`config.mk`:
```
export PLATFORM = sky130hd
export DESIGN_NAME = irq_cause_mod
export DESIGN_NICKNAME = d
export VERILOG_FILES = /design/src/rtl/irq_cause_pkg.sv /design/src/rtl/irq_cause_bank.sv /design/src/rtl/irq_mod_timer.sv /design/src/rtl/irq_msg_req.sv /design/src/rtl/irq_cause_mod.sv
export SDC_FILE = /design/constraint.sdc
export NUM_CORES = 1
export LEC_CHECK = 0
export ABC_AREA = 1
export BUFFER_PORTS_ARGS = -buffer_cell sky130_fd_sc_hd__buf_2
export CAP_MARGIN = 5
export CORE_ASPECT_RATIO = 0.8
export CORE_MARGIN = 2
export CORE_UTILIZATION = 60
export DETAILED_ROUTE_END_ITERATION = 7
export HOLD_SLACK_MARGIN = 0.06
export PLACE_DENSITY = 0.88
export RECOVER_POWER = 50
export SLEW_MARGIN = 15
export SYNTH_ARGS = -nofsm -noshare
export SYNTH_HDL_FRONTEND = slang
export SYNTH_HIERARCHICAL = 1
export SYNTH_SLANG_ARGS = --single-unit
```
`constraint.sdc`:
```
create_clock -name clk -period 2.7 [get_ports clk]
set_input_delay 0.27 -clock clk [delete_from_list [all_inputs] [get_ports clk]]
set_output_delay 0.27 -clock clk [all_outputs]
set_load 0.02 [all_outputs]
```
`src/rtl/irq_cause_pkg.sv`:
```
package irq_cause_pkg;

    localparam int BUS_W = 16;

    typedef enum logic [2:0] {
        SEL_CAUSE    = 3'd0,
        SEL_LEGACY   = 3'd1,
        SEL_AUTOCLR  = 3'd2,
        SEL_ENABLE   = 3'd3,
        SEL_INTERVAL = 3'd4
    } reg_sel_e;

    typedef struct packed {
        logic             wr;
        logic             rd;
        reg_sel_e         sel;
        logic [BUS_W-1:0] data;
    } bus_req_t;

    // index of the lowest set bit, zero when none
    function automatic logic [4:0] lowest_one(input logic [31:0] v);
        logic [4:0] idx;
        idx = '0;
        for (int i = 31; i >= 0; i--) begin
            if (v[i]) idx = 5'(i);
        end
        return idx;
    endfunction

endpackage

```
`src/rtl/irq_cause_bank.sv`:
```
module irq_cause_bank #(
    parameter int W = 8
) (
    input  logic         clk,
    input  logic         rst,
    input  logic [W-1:0] set_i,
    input  logic [W-1:0] clr_i,
    output logic [W-1:0] q_o
);
    for (genvar g = 0; g < W; g++) begin : g_bit
        logic bit_q;
        always_ff @(posedge clk) begin
            if (rst) begin
                bit_q <= 1'b0;
            end else begin
                // set dominates any clear in the same cycle
                bit_q <= set_i[g] | (bit_q & ~clr_i[g]);
            end
        end
        assign q_o[g] = bit_q;
    end
endmodule

```
`src/rtl/irq_mod_timer.sv`:
```
module irq_mod_timer #(
    parameter int W = 16
) (
    input  logic         clk,
    input  logic         rst,
    input  logic         load_i,
    input  logic [W-1:0] ival_i,
    output logic         zero_o
);
    logic [W-1:0] cnt_q;

    always_ff @(posedge clk) begin
        if (rst) begin
            cnt_q <= '0;
        end else if (load_i) begin
            cnt_q <= ival_i;
        end else if (cnt_q != '0) begin
            cnt_q <= cnt_q - 1'b1;
        end
    end

    assign zero_o = (cnt_q == '0);
endmodule

```
`src/rtl/irq_msg_req.sv`:
```
module irq_msg_req
    import irq_cause_pkg::*;
#(
    parameter int N  = 8,
    parameter int VW = 3
) (
    input  logic          clk,
    input  logic          rst,
    input  logic [N-1:0]  pend_i,
    input  logic          zero_i,
    input  logic          ready_i,
    output logic          valid_o,
    output logic [VW-1:0] vec_o,
    output logic          fire_o
);
    logic          valid_q;
    logic [VW-1:0] vec_q;
    logic [VW-1:0] pick;

    assign pick   = VW'(lowest_one(32'(pend_i)));
    assign fire_o = valid_q & ready_i;

    always_ff @(posedge clk) begin
        if (rst) begin
            valid_q <= 1'b0;
            vec_q   <= '0;
        end else if (fire_o) begin
            valid_q <= 1'b0;
        end else if (!valid_q && zero_i && (pend_i != '0)) begin
            valid_q <= 1'b1;
            vec_q   <= pick;
        end
    end

    assign valid_o = valid_q;
    assign vec_o   = vec_q;
endmodule

```
`src/rtl/irq_cause_mod.sv`:
```
module irq_cause_mod
    import irq_cause_pkg::*;
#(
    parameter int N_CAUSE  = 8,
    parameter int N_LEGACY = 8,
    parameter int TMR_W    = 16,
    localparam int VEC_W   = (N_CAUSE > 1) ? $clog2(N_CAUSE) : 1
) (
    input  logic                clk,
    input  logic                rst,
    input  logic [N_CAUSE-1:0]  ev_cause,
    input  logic [N_LEGACY-1:0] ev_legacy,
    input  logic                bus_wr,
    input  logic                bus_rd,
    input  logic [2:0]          bus_sel,
    input  logic [BUS_W-1:0]    bus_wdata,
    output logic [BUS_W-1:0]    bus_rdata,
    output logic                msg_valid,
    input  logic                msg_ready,
    output logic [VEC_W-1:0]    msg_vec
);
    bus_req_t req;
    assign req = '{wr: bus_wr, rd: bus_rd, sel: reg_sel_e'(bus_sel), data: bus_wdata};

    logic [N_CAUSE-1:0]  cause_q, ac_q, en_q, cause_clr;
    logic [N_LEGACY-1:0] legacy_q, legacy_clr;
    logic [TMR_W-1:0]    ival_q;
    logic                fire, tmr_zero;

    // register strobes
    logic wr_cause, rd_cause, wr_leg, rd_leg;
    assign wr_cause = req.wr && (req.sel == SEL_CAUSE);
    assign rd_cause = req.rd && (req.sel == SEL_CAUSE);
    assign wr_leg   = req.wr && (req.sel == SEL_LEGACY);
    assign rd_leg   = req.rd && (req.sel == SEL_LEGACY);

    // clear vectors, three sources for the extended set, two for legacy
    assign cause_clr  = (wr_cause ? req.data[N_CAUSE-1:0] : '0)
                      | (rd_cause ? cause_q : '0)
                      | (fire     ? ac_q    : '0);
    assign legacy_clr = (wr_leg ? req.data[N_LEGACY-1:0] : '0)
                      | (rd_leg ? legacy_q : '0);

    irq_cause_bank #(.W(N_CAUSE)) u_cause (
        .clk(clk), .rst(rst), .set_i(ev_cause), .clr_i(cause_clr), .q_o(cause_q)
    );

    irq_cause_bank #(.W(N_LEGACY)) u_legacy (
        .clk(clk), .rst(rst), .set_i(ev_legacy), .clr_i(legacy_clr), .q_o(legacy_q)
    );

    // plain read/write control registers
    always_ff @(posedge clk) begin
        if (rst) begin
            ac_q   <= '0;
            en_q   <= '0;
            ival_q <= '0;
        end else if (req.wr) begin
            unique case (req.sel)
                SEL_AUTOCLR:  ac_q   <= req.data[N_CAUSE-1:0];
                SEL_ENABLE:   en_q   <= req.data[N_CAUSE-1:0];
                SEL_INTERVAL: ival_q <= req.data[TMR_W-1:0];
                default: ;
            endcase
        end
    end

    always_comb begin
        bus_rdata = '0;
        if (req.rd) begin
            case (req.sel)
                SEL_CAUSE:    bus_rdata[N_CAUSE-1:0]  = cause_q;
                SEL_LEGACY:   bus_rdata[N_LEGACY-1:0] = legacy_q;
                SEL_AUTOCLR:  bus_rdata[N_CAUSE-1:0]  = ac_q;
                SEL_ENABLE:   bus_rdata[N_CAUSE-1:0]  = en_q;
                SEL_INTERVAL: bus_rdata[TMR_W-1:0]    = ival_q;
                default:      bus_rdata = '0;
            endcase
        end
    end

    irq_mod_timer #(.W(TMR_W)) u_timer (
        .clk(clk), .rst(rst), .load_i(fire), .ival_i(ival_q), .zero_o(tmr_zero)
    );

    irq_msg_req #(.N(N_CAUSE), .VW(VEC_W)) u_req (
        .clk(clk), .rst(rst), .pend_i(cause_q & en_q), .zero_i(tmr_zero),
        .ready_i(msg_ready), .valid_o(msg_valid), .vec_o(msg_vec), .fire_o(fire)
    );
endmodule

```
==> summary.txt <==
Min path
  • Worst hold path depth: 3
  • Hold Crit Class: input port to flip-flop
  • Worst Hold Launch: ev_legacy[4]

Layout
  • # diodes: 0
  • Seq. cell area: 1360 um^2
  • Layout cells sized above 1: 0.175
  • Area grow syn2layout: 7.93%
  • Area occupied by multi-input gates: 2100 um^2
  • Final nets: 718
  • Fillers: 656
  • Finished Layout Cells: 768

Routing
  • Wire per inst: 14.4 um
  • Final WL: 11000 um
  • Via Count: 4144
  • DRC viols: 0
  • Uppermost layer routed: met4
  • Metal3 WL: 1010 um
  • Iteration-0 DRC Markers: 274
  • Met1 WL: 4810 um
  • Antenna-violating nets left: 0
  • DRT Pass-1 Iters: 5
  • Vias per cell: 5.40
  • DR WL met2: 4960 um

Die
  • Ports: 60
  • Core area: 6790 um^2
  • Die ar.: 7600 um^2
  • # rows: 27
  • Initial Util: 0.611
  • Die width: 97.0 um
  • Die Y: 78.4 um

Yosys
  • #FFs+latches synth: 68
  • Post-Syn Area: 4150 um^2
  • Async S/R FF share, synth: 0
  • Synth Flop Type: dfxtp_1
  • Synth Instances: 639
  • Seq/Total Area, Yosys: 0.328
  • EDFF count, synth: 0
  • Mapped Nets: 680
  • Syn Area/Cell: 6.49 um^2
  • Unique cell type count in the Yosys netlist: 35
  • Syn. warnings: 6

Power and ir drop
  • Pwr/cell area: 800 nW/um^2
  • Max IR drop VDD: 0.379 mV
  • Lkg Pwr: 2.15 nW

Clock network
  • CTS max path bufs: 2
  • Clock sink count: 68
  • H-tree depth: 3
  • Post-cts sizing count: 0
  • CTS tree: done
  • Inserted Clock Buffers: 9
  • Clk_lat worst skew: 0.34 ns
  • CTS Hold Buffers Added: 0
  • Post-CTS setup buffer count: 0
  • Root Driver: clkbuf_8
  • Clock slew at reported path FFs: 0.07 ns

Timing
  • Clk_skew: 0.00848 ns
  • Final critical-path share of the clock period: 0.785
  • Setup-failing EPs final: 0
  • Setup TNS: 0 ns
  • F_max: 0.472 GHz
  • Hold Violations, Final: 0
  • Crit path time final: 2.12 ns
  • Max-slew violations: 0
  • Slew headroom: 0.442
  • Worst Max-Slew Pin Slew: 0.835 ns
  • RSZ-0062 raised after global routing: false

GRT
  • First-pass GRT wire length: 18500 um
  • Vias in the first global route: 3850
  • Total gr overflow: 0
  • All-Layer GR Usage: 0.304
  • Largest net degree at the start of global routing: 43
  • Antenna violations before repair: 0

Setup path
  • CP Max Fanout: 11
  • Critical Path, Cell by Cell: buf_2, inv_1, nor2_1, nand3_1, clkinvlp_2, nand2_1, a21oi_1
  • Critical Path RT: 2.97 ns
  • Crit path DAT: 2.39 ns
  • Worst setup startpoint: bus_sel[1]
  • FF-to-FF Start: u_req/valid_o
  • Buffers & Inverters on Critical Path: 3
  • R2R depth: 8
  • Top Family by Delay on Critical Path: simple AND/OR/NAND/NOR gates
  • Cell at the slowest stage of the critical path: nor2_1
  • Critical Path Source Type: input port
  • CP Class: input port to flip-flop
  • CP endpoint kind: flip-flop
  • Critical path depth in cells: 7
  • Slowest stage delay, CP: 0.64 ns

Place
  • Placed cells: 753
  • Routability congestion estimate: 0.994
  • I/O Buffers: 59
  • DP HPWL: 8130 um

Run
  • # Max-Cap Violations: 0

Run status
  • Outcome: finished clean
placed cells by master (no fill, tap or decap), types with 2 or more instances in the layout:
cell type   Yosys  layout
nand2_1       151     152
inv_1          89      91
nor2_1         72      75
dfxtp_1        68      68
nand3_1        62      64
buf_2           7      55
a21oi_1        31      36
o21ai_0        28      29
o21ai_1        12      11
a21oi_2        16      11
nor3_1          9       9
nand4_1         8       9
clkbuf_8        0       9
nor2_2          9       8
inv_2           8       6
clkbuf_1        7       5
nor2_4          6       4
nand2_2         4       4
xnor2_1         4       4
nand3_2         5       3
clkinv_2        3       3
buf_4          18       3
clkinv_1        2       2
nand2_4         3       2
nor2_8          2       2
clkinvlp_2      0       2
bufinv_16       0       2
o21bai_1        2       2
xor2_1          2       2
flip-flops by register name, indices dropped and copies added, names as in the netlist:
| signal | flops |
|---|---|
| u_req/vec_o | 3 |
| ival_q | 16 |
| en_q | 8 |
| u_timer/cnt_q | 16 |
| ac_q | 8 |
| u_legacy/g_bit.bit_q | 8 |
| u_cause/g_bit.bit_q | 8 |
| u_req/valid_o | 1 |
worst min-delay path, delay by kind of cell:
kind	cells	cell delay (ns)
buf+inv	2	0.14
compound gates	1	0.05
synth_stat cells, types with 2 or more instances:
cell	n	area, um^2
a21oi_1	31	155
a21oi_2	16	140
buf_2	7	35.0
buf_4	18	135
buf_6	3	33.8
clkbuf_1	7	26.3
clkinv_1	2	7.51
clkinv_2	3	15.0
dfxtp_1	68	1360
inv_1	89	334
inv_2	8	30.0
nand2_1	151	567
nand2_2	4	25.0
nand2_4	3	33.8
nand3_1	62	310
nand3_2	5	50.1
nand4_1	8	50.1
nor2_1	72	270
nor2_2	9	56.3
nor2_4	6	67.6
nor2_8	2	40.0
nor3_1	9	45.0
o21ai_0	28	140
o21ai_1	12	60.1
o21bai_1	2	15.0
xnor2_1	4	35.0
xor2_1	2	17.5
where the power goes:
| group | internal, mW | switching [mW] | leakage, nW | total [mW] |
|---|---|---|---|---|
| registers | 1.14 | 0.141 | 0.558 | 1.28 |
| logic | 0.518 | 0.894 | 1.49 | 1.41 |
| clock network | 0.512 | 0.380 | 0.102 | 0.891 |
final timing paths:
check,slack [ns],end
worst min register to register,0.48,u_timer/cnt_q[14]
worst min-delay path,0.17,u_legacy/g_bit[4].bit_q
worst max-delay path,0.58,en_q[6]
worst max register to register,0.66,u_timer/cnt_q[1]
through the flow:
stage	cell area, um^2	utilization	setup slack (ns)	hold WS, ns	total power, mW
finish	4480	0.659	0.581	0.168	3.58
global route	4480	0.659	0.408	0.164	3.86
CTS	4550	0.671	0.874	0.163	3.63
detailed placement	4350	0.641	0.718	0.460	2.74
global placement	4350	0.641	0.842	0.459	2.69
floorplan	4150	-	1.15	0.339	2.48
layer usage:
layer,global-route usage,vias to the layer above
li1,-,2065
met5,0,-
met3,0.0846,29
met1,0.399,1870
met2,0.485,180
met4,0.106,0
area by class of cell:
type                            instances  area share
Clock buffer                           10      0.0285
Clock inverter                          5      0.0173
Inverter                              102      0.0863
Multi-Input combinational cell        433       0.469
Sequential cell                        68       0.304
Tap cell                               87      0.0243
Timing Repair Buffer                   63      0.0710
cell families (layout without fill, tap and decap cells):
kind of cell             Yosys count  in the layout  synth area share
XOR/XNOR                           6              6            0.0127
buffers and inverters            138            180             0.150
adder cells (fa/ha/maj)            1              1           0.00302
AO/OA/AOI/OAI                     90             90             0.125
flip-flops                        68             68             0.328
AND/OR/NAND/NOR                  336            336             0.382
Note: power is estimated with default switching activity, not from simulation.
